--- config.mk ---
export PLATFORM = sky130hd
export DESIGN_NAME = rtt_probe
export DESIGN_NICKNAME = d
export VERILOG_FILES = /design/src/rtl/rtt_probe_pkg.sv /design/src/rtl/rtt_stream_mux.sv /design/src/rtl/rtt_ret_detect.sv /design/src/rtl/rtt_timer.sv /design/src/rtl/rtt_ctrl.sv /design/src/rtl/rtt_probe.sv
export SDC_FILE = /design/constraint.sdc
export NUM_CORES = 1
export LEC_CHECK = 0
export ABC_AREA = 1
export BUFFER_PORTS_ARGS = -buffer_cell sky130_fd_sc_hd__buf_2
export CAP_MARGIN = 10
export CORE_AREA = 3 3 117 148
export DETAILED_ROUTE_END_ITERATION = 10
export DIE_AREA = 0 0 120 151
export RECOVER_POWER = 25
export SYNTH_ARGS = -nofsm -noshare
export SYNTH_HDL_FRONTEND = slang
export SYNTH_HIERARCHICAL = 1
export SYNTH_SLANG_ARGS = --single-unit
--- constraint.sdc ---
create_clock -name clk -period 2.8 [get_ports clk]
set_input_delay 0.42 -clock clk [delete_from_list [all_inputs] [get_ports clk]]
set_output_delay 0.42 -clock clk [all_outputs]
set_load 0.1 [all_outputs]
--- src/rtl/rtt_probe_pkg.sv ---
package rtt_probe_pkg;

    // Measurement phase
    typedef enum logic [1:0] {
        PH_IDLE   = 2'd0,
        PH_INJECT = 2'd1,
        PH_WAIT   = 2'd2
    } phase_e;

    // Result flags seen by the host
    typedef struct packed {
        logic done;
        logic timeout;
    } flags_t;

    localparam int DEF_DW = 32;
    localparam int DEF_CW = 32;

    function automatic logic phase_busy(input phase_e ph);
        return ph != PH_IDLE;
    endfunction

endpackage

--- src/rtl/rtt_stream_mux.sv ---
module rtt_stream_mux
    import rtt_probe_pkg::*;
#(
    parameter int DW = DEF_DW
) (
    input  logic          clk,
    input  logic          rst,
    input  phase_e        phase,
    input  logic          load_marker,
    input  logic [DW-1:0] marker_word,
    input  logic          in_valid,
    input  logic [DW-1:0] in_data,
    output logic          in_ready,
    output logic          out_valid,
    output logic [DW-1:0] out_data,
    input  logic          out_ready,
    output logic          marker_fire,
    output logic          in_accept
);

    logic [DW-1:0] marker_q;

    always_ff @(posedge clk) begin
        if (rst) begin
            marker_q <= '0;
        end else if (load_marker) begin
            marker_q <= marker_word;
        end
    end

    always_comb begin
        if (phase == PH_INJECT) begin
            out_valid = 1'b1;
            out_data  = marker_q;
            in_ready  = 1'b0;
        end else begin
            out_valid = in_valid;
            out_data  = in_data;
            in_ready  = out_ready;
        end
    end

    assign marker_fire = (phase == PH_INJECT) && out_ready;
    assign in_accept   = in_valid && in_ready;

endmodule

--- src/rtl/rtt_ret_detect.sv ---
module rtt_ret_detect
    import rtt_probe_pkg::*;
#(
    parameter int DW = DEF_DW
) (
    input  phase_e        phase,
    input  logic          in_accept,
    input  logic [DW-1:0] in_data,
    input  logic [DW-1:0] bg_word,
    output logic          hit
);

    logic differs;

    assign differs = |(in_data ^ bg_word);
    assign hit     = (phase == PH_WAIT) && in_accept && differs;

endmodule

--- src/rtl/rtt_timer.sv ---
module rtt_timer #(
    parameter int CW = 32
) (
    input  logic          clk,
    input  logic          rst,
    input  logic          clr,
    input  logic          en,
    output logic [CW-1:0] count,
    output logic          will_sat
);

    localparam logic [CW-1:0] TOP  = '1;
    localparam logic [CW-1:0] ONE  = CW'(1);
    localparam logic [CW-1:0] LAST = TOP - ONE;

    always_ff @(posedge clk) begin
        if (rst || clr) begin
            count <= '0;
        end else if (en && (count != TOP)) begin
            count <= count + ONE;
        end
    end

    assign will_sat = en && (count == LAST);

endmodule

--- src/rtl/rtt_ctrl.sv ---
module rtt_ctrl
    import rtt_probe_pkg::*;
(
    input  logic   clk,
    input  logic   rst,
    input  logic   start,
    input  logic   marker_fire,
    input  logic   hit,
    input  logic   will_sat,
    input  logic   done_clr,
    output phase_e phase,
    output flags_t flags,
    output logic   tmr_clr,
    output logic   tmr_en
);

    phase_e phase_n;
    logic   arm_ok;
    logic   stop;

    assign arm_ok  = start && (phase == PH_IDLE);
    assign stop    = (phase == PH_WAIT) && (hit || will_sat);
    assign tmr_clr = arm_ok;
    assign tmr_en  = (phase == PH_WAIT);

    always_comb begin
        phase_n = phase;
        unique case (phase)
            PH_IDLE:   if (arm_ok)      phase_n = PH_INJECT;
            PH_INJECT: if (marker_fire) phase_n = PH_WAIT;
            PH_WAIT:   if (stop)        phase_n = PH_IDLE;
            default:                    phase_n = PH_IDLE;
        endcase
    end

    always_ff @(posedge clk) begin
        if (rst) begin
            phase <= PH_IDLE;
            flags <= '0;
        end else begin
            phase <= phase_n;
            if (arm_ok) begin
                flags <= '0;
            end else if (stop) begin
                flags.done    <= 1'b1;
                flags.timeout <= will_sat;
            end else if (done_clr) begin
                flags.done <= 1'b0;
            end
        end
    end

endmodule

--- src/rtl/rtt_probe.sv ---
module rtt_probe
    import rtt_probe_pkg::*;
#(
    parameter int DW = DEF_DW,
    parameter int CW = DEF_CW
) (
    input  logic          clk,
    input  logic          rst,
    input  logic          in_valid,
    input  logic [DW-1:0] in_data,
    output logic          in_ready,
    output logic          out_valid,
    output logic [DW-1:0] out_data,
    input  logic          out_ready,
    input  logic          start,
    input  logic [DW-1:0] marker_word,
    input  logic [DW-1:0] bg_word,
    input  logic          done_clr,
    output logic [CW-1:0] lat_count,
    output logic          done,
    output logic          timeout,
    output logic          busy
);

    phase_e phase;
    flags_t flags;
    logic   tmr_clr;
    logic   tmr_en;
    logic   will_sat;
    logic   marker_fire;
    logic   in_accept;
    logic   hit;

    rtt_ctrl u_ctrl (
        .clk         (clk),
        .rst         (rst),
        .start       (start),
        .marker_fire (marker_fire),
        .hit         (hit),
        .will_sat    (will_sat),
        .done_clr    (done_clr),
        .phase       (phase),
        .flags       (flags),
        .tmr_clr     (tmr_clr),
        .tmr_en      (tmr_en)
    );

    rtt_stream_mux #(.DW(DW)) u_mux (
        .clk         (clk),
        .rst         (rst),
        .phase       (phase),
        .load_marker (tmr_clr),
        .marker_word (marker_word),
        .in_valid    (in_valid),
        .in_data     (in_data),
        .in_ready    (in_ready),
        .out_valid   (out_valid),
        .out_data    (out_data),
        .out_ready   (out_ready),
        .marker_fire (marker_fire),
        .in_accept   (in_accept)
    );

    rtt_ret_detect #(.DW(DW)) u_det (
        .phase     (phase),
        .in_accept (in_accept),
        .in_data   (in_data),
        .bg_word   (bg_word),
        .hit       (hit)
    );

    rtt_timer #(.CW(CW)) u_tmr (
        .clk      (clk),
        .rst      (rst),
        .clr      (tmr_clr),
        .en       (tmr_en),
        .count    (lat_count),
        .will_sat (will_sat)
    );

    assign done    = flags.done;
    assign timeout = flags.timeout;
    assign busy    = phase_busy(phase);

endmodule

[Word level (Yosys, flattened, before mapping)]
Cells that the tools add are included.
Storage, ports and cells
  flip-flop bits (word level): 68
  input bits: 102
  output and inout port bits: 69
  logic and storage cells: 39
Operators by class
  $add $sub $neg: 1
  equality and inequality tests: 7
  muxes and demuxes: 9
  bitwise gates (word level): 1
  reductions and logical operators: 16
Operators with widths (number)
  32-bit by 1-bit adder with 32-bit output (second input constant): 1
  32-bit == test (second input constant): 1
  32-bit 2-to-1 mux: 1
  32-bit inequality test (second input constant): 1
  32-bit OR reduction: 1
  32-bit bitwise XOR: 1
  1-bit logical AND: 8
  2-bit 2-to-1 mux: 3
  2-bit case mux with 3 select lines: 1
  1-bit 2-to-1 mux: 4
  2-bit inequality test (second input constant): 2
  2-bit nonzero test: 2
  3-bit AND reduction: 1
  2-bit by 1-bit == test with 1-bit output (second input constant): 1
  2-bit == test (second input constant): 1
  2-bit logical NOT: 1
  1-bit logical OR: 2
  2-bit by 1-bit inequality test with 1-bit output (second input constant): 1
  2-bit OR reduction: 1

[Longest topological paths before layout]
  depth after elaboration: 9
  gate-level depth with buffers: 14
  mapped depth without buffers: 14

[By module]
The synthesis kept the hierarchy.
Modules (own cells, without submodules)
  rtt_timer: instances 1, cells each 330, area an instance 2043.2 µm², sequential area each 640.6 µm²
  rtt_stream_mux: instances 1, cells each 318, area an instance 2010.7 µm², sequential area each 640.6 µm²
  rtt_ret_detect: instances 1, cells each 170, area an instance 656.9 µm², sequential area each 0.0 µm²
  rtt_ctrl: instances 1, cells each 26, area an instance 210.2 µm², sequential area each 80.1 µm²
  rtt_probe: instances 1, cells each 3, area an instance 11.3 µm², sequential area each 0.0 µm²

[Least setup slack after synthesis]
No wires, ideal clock.
  path type: reg2reg
  start point: reg u_tmr.count[23]
  end point: reg, netlist name u_ctrl/flags[0]
  library setup time: 117 ps
  arrival: 2340 ps
  required time: 2683 ps
  path slack: 342 ps
  cell stages (with the launch flop): 11
  buffers on the path: 0
  clock period less this slack: 2458 ps
  cells stage by stage: dfxtp_1 -> nand2_1 -> nor2_2 -> nand2_2 -> nor2_2 -> nor4b_1 -> inv_1 -> nand2_1 -> nand2_2 -> nand2_2 -> a21oi_2
On the way
  cells in the longest elaborated chain, start to end: 4
RTL lines
  from (decl): RTL line rtt_timer.sv:8  | output logic [CW-1:0] count,
  from (signal assigned): RTL line rtt_timer.sv:20  | count <= count + ONE;
  32-bit == test (*): RTL line rtt_timer.sv:24  | assign will_sat = en && (count == LAST);
  1-bit logical AND (*): RTL line rtt_timer.sv:24
  via will_sat: RTL line rtt_probe.sv:29  | logic will_sat;
  1-bit logical OR: RTL line rtt_ctrl.sv:22  | assign stop = (phase == PH_WAIT) && (hit || will_sat);
  1-bit logical AND: RTL line rtt_ctrl.sv:22
The timed path passes the listed nets; every way through them passes the cells marked *.
A chain may end at the register's enable or synchronous reset.

[Worst setup path in the final report]
  start point: reg u_ctrl.phase[0]
  end point: out in_ready
On the way
  cells in the longest elaborated chain, start to end: 2
RTL lines
  from (decl): RTL line rtt_ctrl.sv:11  | output phase_e phase,
  from (signal assigned): RTL line rtt_ctrl.sv:41  | phase <= phase_n;
  2-bit by 1-bit == test with 1-bit output: RTL line rtt_stream_mux.sv:32  | if (phase == PH_INJECT) begin
  1-bit 2-to-1 mux: RTL line rtt_stream_mux.sv:32
  to (decl): RTL line rtt_probe.sv:11  | output logic in_ready,
No other way between the ends.

==> summary.txt <==
Placed design
  – Post-placement cell area: 5820 um2
  – RD Place Congestion: 0.893
  – Port buffer count: 170
  – HPWL Detailed: 11,200 um

Setup path
  – Origin of the worst setup path: u_ctrl/phase[0]$_SDFFE_PP0P_
  – CP Capture Type: output port
  – Reg-to-Reg Start: u_ctrl/phase[0]$_SDFFE_PP0P_
  – Startpoint Class: flop
  – Crit path arrival time: about 1.9 ns
  – Critical path class: flop to output port
  – Data required time of the critical path: 2.38 ns
  – Worst Path Max Fanout: 36

Die
  – I/O pin count: 171
  – Row cnt: 52
  – Die Y: 151 um
  – Starting density of the core: 30.7%
  – Die X-Extent: around 120 um
  – Die Area: 18,100 um2
  – CORE AREA: 16,100 um2

Detailed routing
  – DR vias: 5,258
  – DR vias/cell: 4.29
  – Initial DRC count: ~200
  – DR WL/cell: 11.9 um
  – WL final: 14,500 um
  – DRT Pass-1 Iters: 4
  – Antenna viol nets, final: 0
  – DRC viols: 0

Power and ir drop
  – Switch Pwr: around 0.0011 W
  – Worst vdd ir: about 0.23 mV
  – Clock power share: 35.4%
  – Comb pwr share: 30.3%
  – Leakage power: 3.13 nW
  – Power Dens Cells: 499 nW/um2
  – Switch share: a little under two fifths
  – Flop pwr share: 34.3%
  – Internal: between 0.0015 and 0.002 W

Clock network
  – Clk Latency, worst-skew pair: 0.33 ns
  – Worst-path clk slew: roughly 0.05 ns
  – CTS tree: yes
  – Clock sink count: 68
  – Post-CTS Setup Repair Bufs: 0
  – CTS root buf: clkbuf_16
  – Hold-fix buffers, CTS: 0
  – Longest Clk Path Bufs: 2
  – CTS Buf Count: 9
  – CTS resizes: 0
  – CTS HTree Levels: 3

GRT
  – Total GRT Usage: 15.8%
  – Antenna violations before repair: 1
  – Largest net degree at the start of global routing: 65
  – Vias in the first global route: 4,834
  – Grt ovf: 0
  – First-pass GRT wire length: 23,000 um

Synth
  – Seq/Total Area, Yosys: roughly 28%
  – Mapped Cells: 847
  – Syn Nets: roughly 950
  – Post-synth cell types: 32
  – Synth Area per Inst: 5.82 um2
  – Synthesis Warnings: 6
  – Yosys reg bits: 68
  – Mapped Area: 4930 um2

STA
  – Slew Limit Fails: 0
  – Slew of the pin with the lowest slew margin: 1.26 ns
  – Setup TNS: 0 ns
  – RSZ-0062 raised after global routing: false
  – Tcrit/Tclk final: 81.9%
  – F_max: 0.436 GHz
  – Final setup fails: 0
  – Minimum clock period: 2.29 ns
  – Slew HR: 16.4%
  – Final hold vios: 0
  – Worst Skew: between 0.005 and 0.006 ns

Status
  – Status: finished, final reports clean

Cells and area
  – Most common cell after layout, fill and taps aside: nand2_1
  – Fill cells: 1,799
  – Layout cell share with drive strength beyond 1: between 20% and 30%
  – Cell area after layout: 6070 um2
  – Commonest non-fill, non-tap cells in the layout: nand2_1 (285), nor2_1 (155), buf_2 (137)
  – Final Util: 37.7%
  – Synth-to-Final Area Change: 23.0%
  – Ant. Diodes: 0
  – Fin nets: ~1,100

Job
  – Total of max-cap violations: 0

Worst hold path
  – Hold_sp: rst
  – Hold crit path type: primary input to flop
[state kept, by name, indices dropped and copies added (netlist names)]
register and cells:
u_ctrl/phase 2, u_mux/marker_q 32, u_tmr/count 32, u_ctrl/flags 2
[area by class of cell]
cell class	count	area (um2)	share of cell area, %
multi-input combinational	627	2830	46.6
clock buffer	15	278	4.58
sequential	68	1360	22.4
clock inverter	1	5.00	0.0825
timing repair buffer	174	856	14.1
inverter	124	468	7.71
tap	216	270	4.46
[logic make-up after synthesis]
group                    synth area share [%]
AO/OA/AOI/OAI                            4.29
XOR/XNOR                                 2.49
adder cells (fa/ha/maj)                 0.507
buffers and inverters                    15.1
flip-flops                               27.6
AND/OR/NAND/NOR                          50.1
[per-layer routing]
metal  GRT usage [%]  wire length (um)  up-vias
met3            4.22               966       17
met4            5.04               188        2
met5               0                11        -
li1                -                 -     2839
met2            28.3              6950      146
met1            18.3              6400     2254
[power by group through the flow]
stage	sequential, W	combinational [W]	clock, W
floorplan	0.00106	0.000753	0
global placement	0.00106	0.000918	0
detailed placement	0.00106	0.000922	0
CTS	0.00104	0.000925	0.00111
global route	0.00104	0.000992	0.00115
finish	0.00104	0.000918	0.00107
[stage by stage]
step / instances / total power (W) / hold WS [ns] / worst slack, ns
final: 1225 / 0.00303 / 0.306 / 0.506
after global routing: 1225 / 0.00319 / 0.312 / 0.355
after floorplan: 847 / 0.00181 / 0.450 / 0.342
after detailed placement: 1209 / 0.00198 / 0.455 / 0.713
after global placement: 1209 / 0.00198 / 0.454 / 0.738
after CTS: 1225 / 0.00308 / 0.290 / 0.479
[synth_stat cells, drive strengths merged]
library cell | count | area (um2)
nand2 | 319 | 1310
nor2 | 185 | 784
inv | 124 | 468
dfxtp | 68 | 1360
nand3 | 62 | 315
a21oi | 28 | 155
buf | 26 | 264
xnor2 | 8 | 70.1
o21ai | 6 | 41.3
xor2 | 6 | 52.6
nand4 | 3 | 18.8
nor3 | 3 | 15.0
clkbuf | 2 | 11.3
ha | 2 | 25.0
nand3b | 2 | 15.0
o21bai | 2 | 15.0
nor4b | 1 | 8.76
[worst max-delay path, cell delays in order (launching register included)]
cell,delay [ns]
dfxtp_1,0.40
buf_4,0.41
nand2_8,0.23
nand2_1,0.15
inv_1,0.05
buf_2,0.28
[final timing paths]
path                                                      to  slack, ns  depth (start not counted)
worst max-delay path                                in_ready       0.51                          5
worst min-delay path            u_ctrl/phase[1]$_SDFFE_PP0P_       0.31                          2
worst max register to register  u_tmr/count[17]$_SDFFE_PP0P_       0.70                          9
worst min register to register  u_ctrl/flags[0]$_SDFFE_PP0P_       0.46                          2
(Power assumes the default switching activity.)
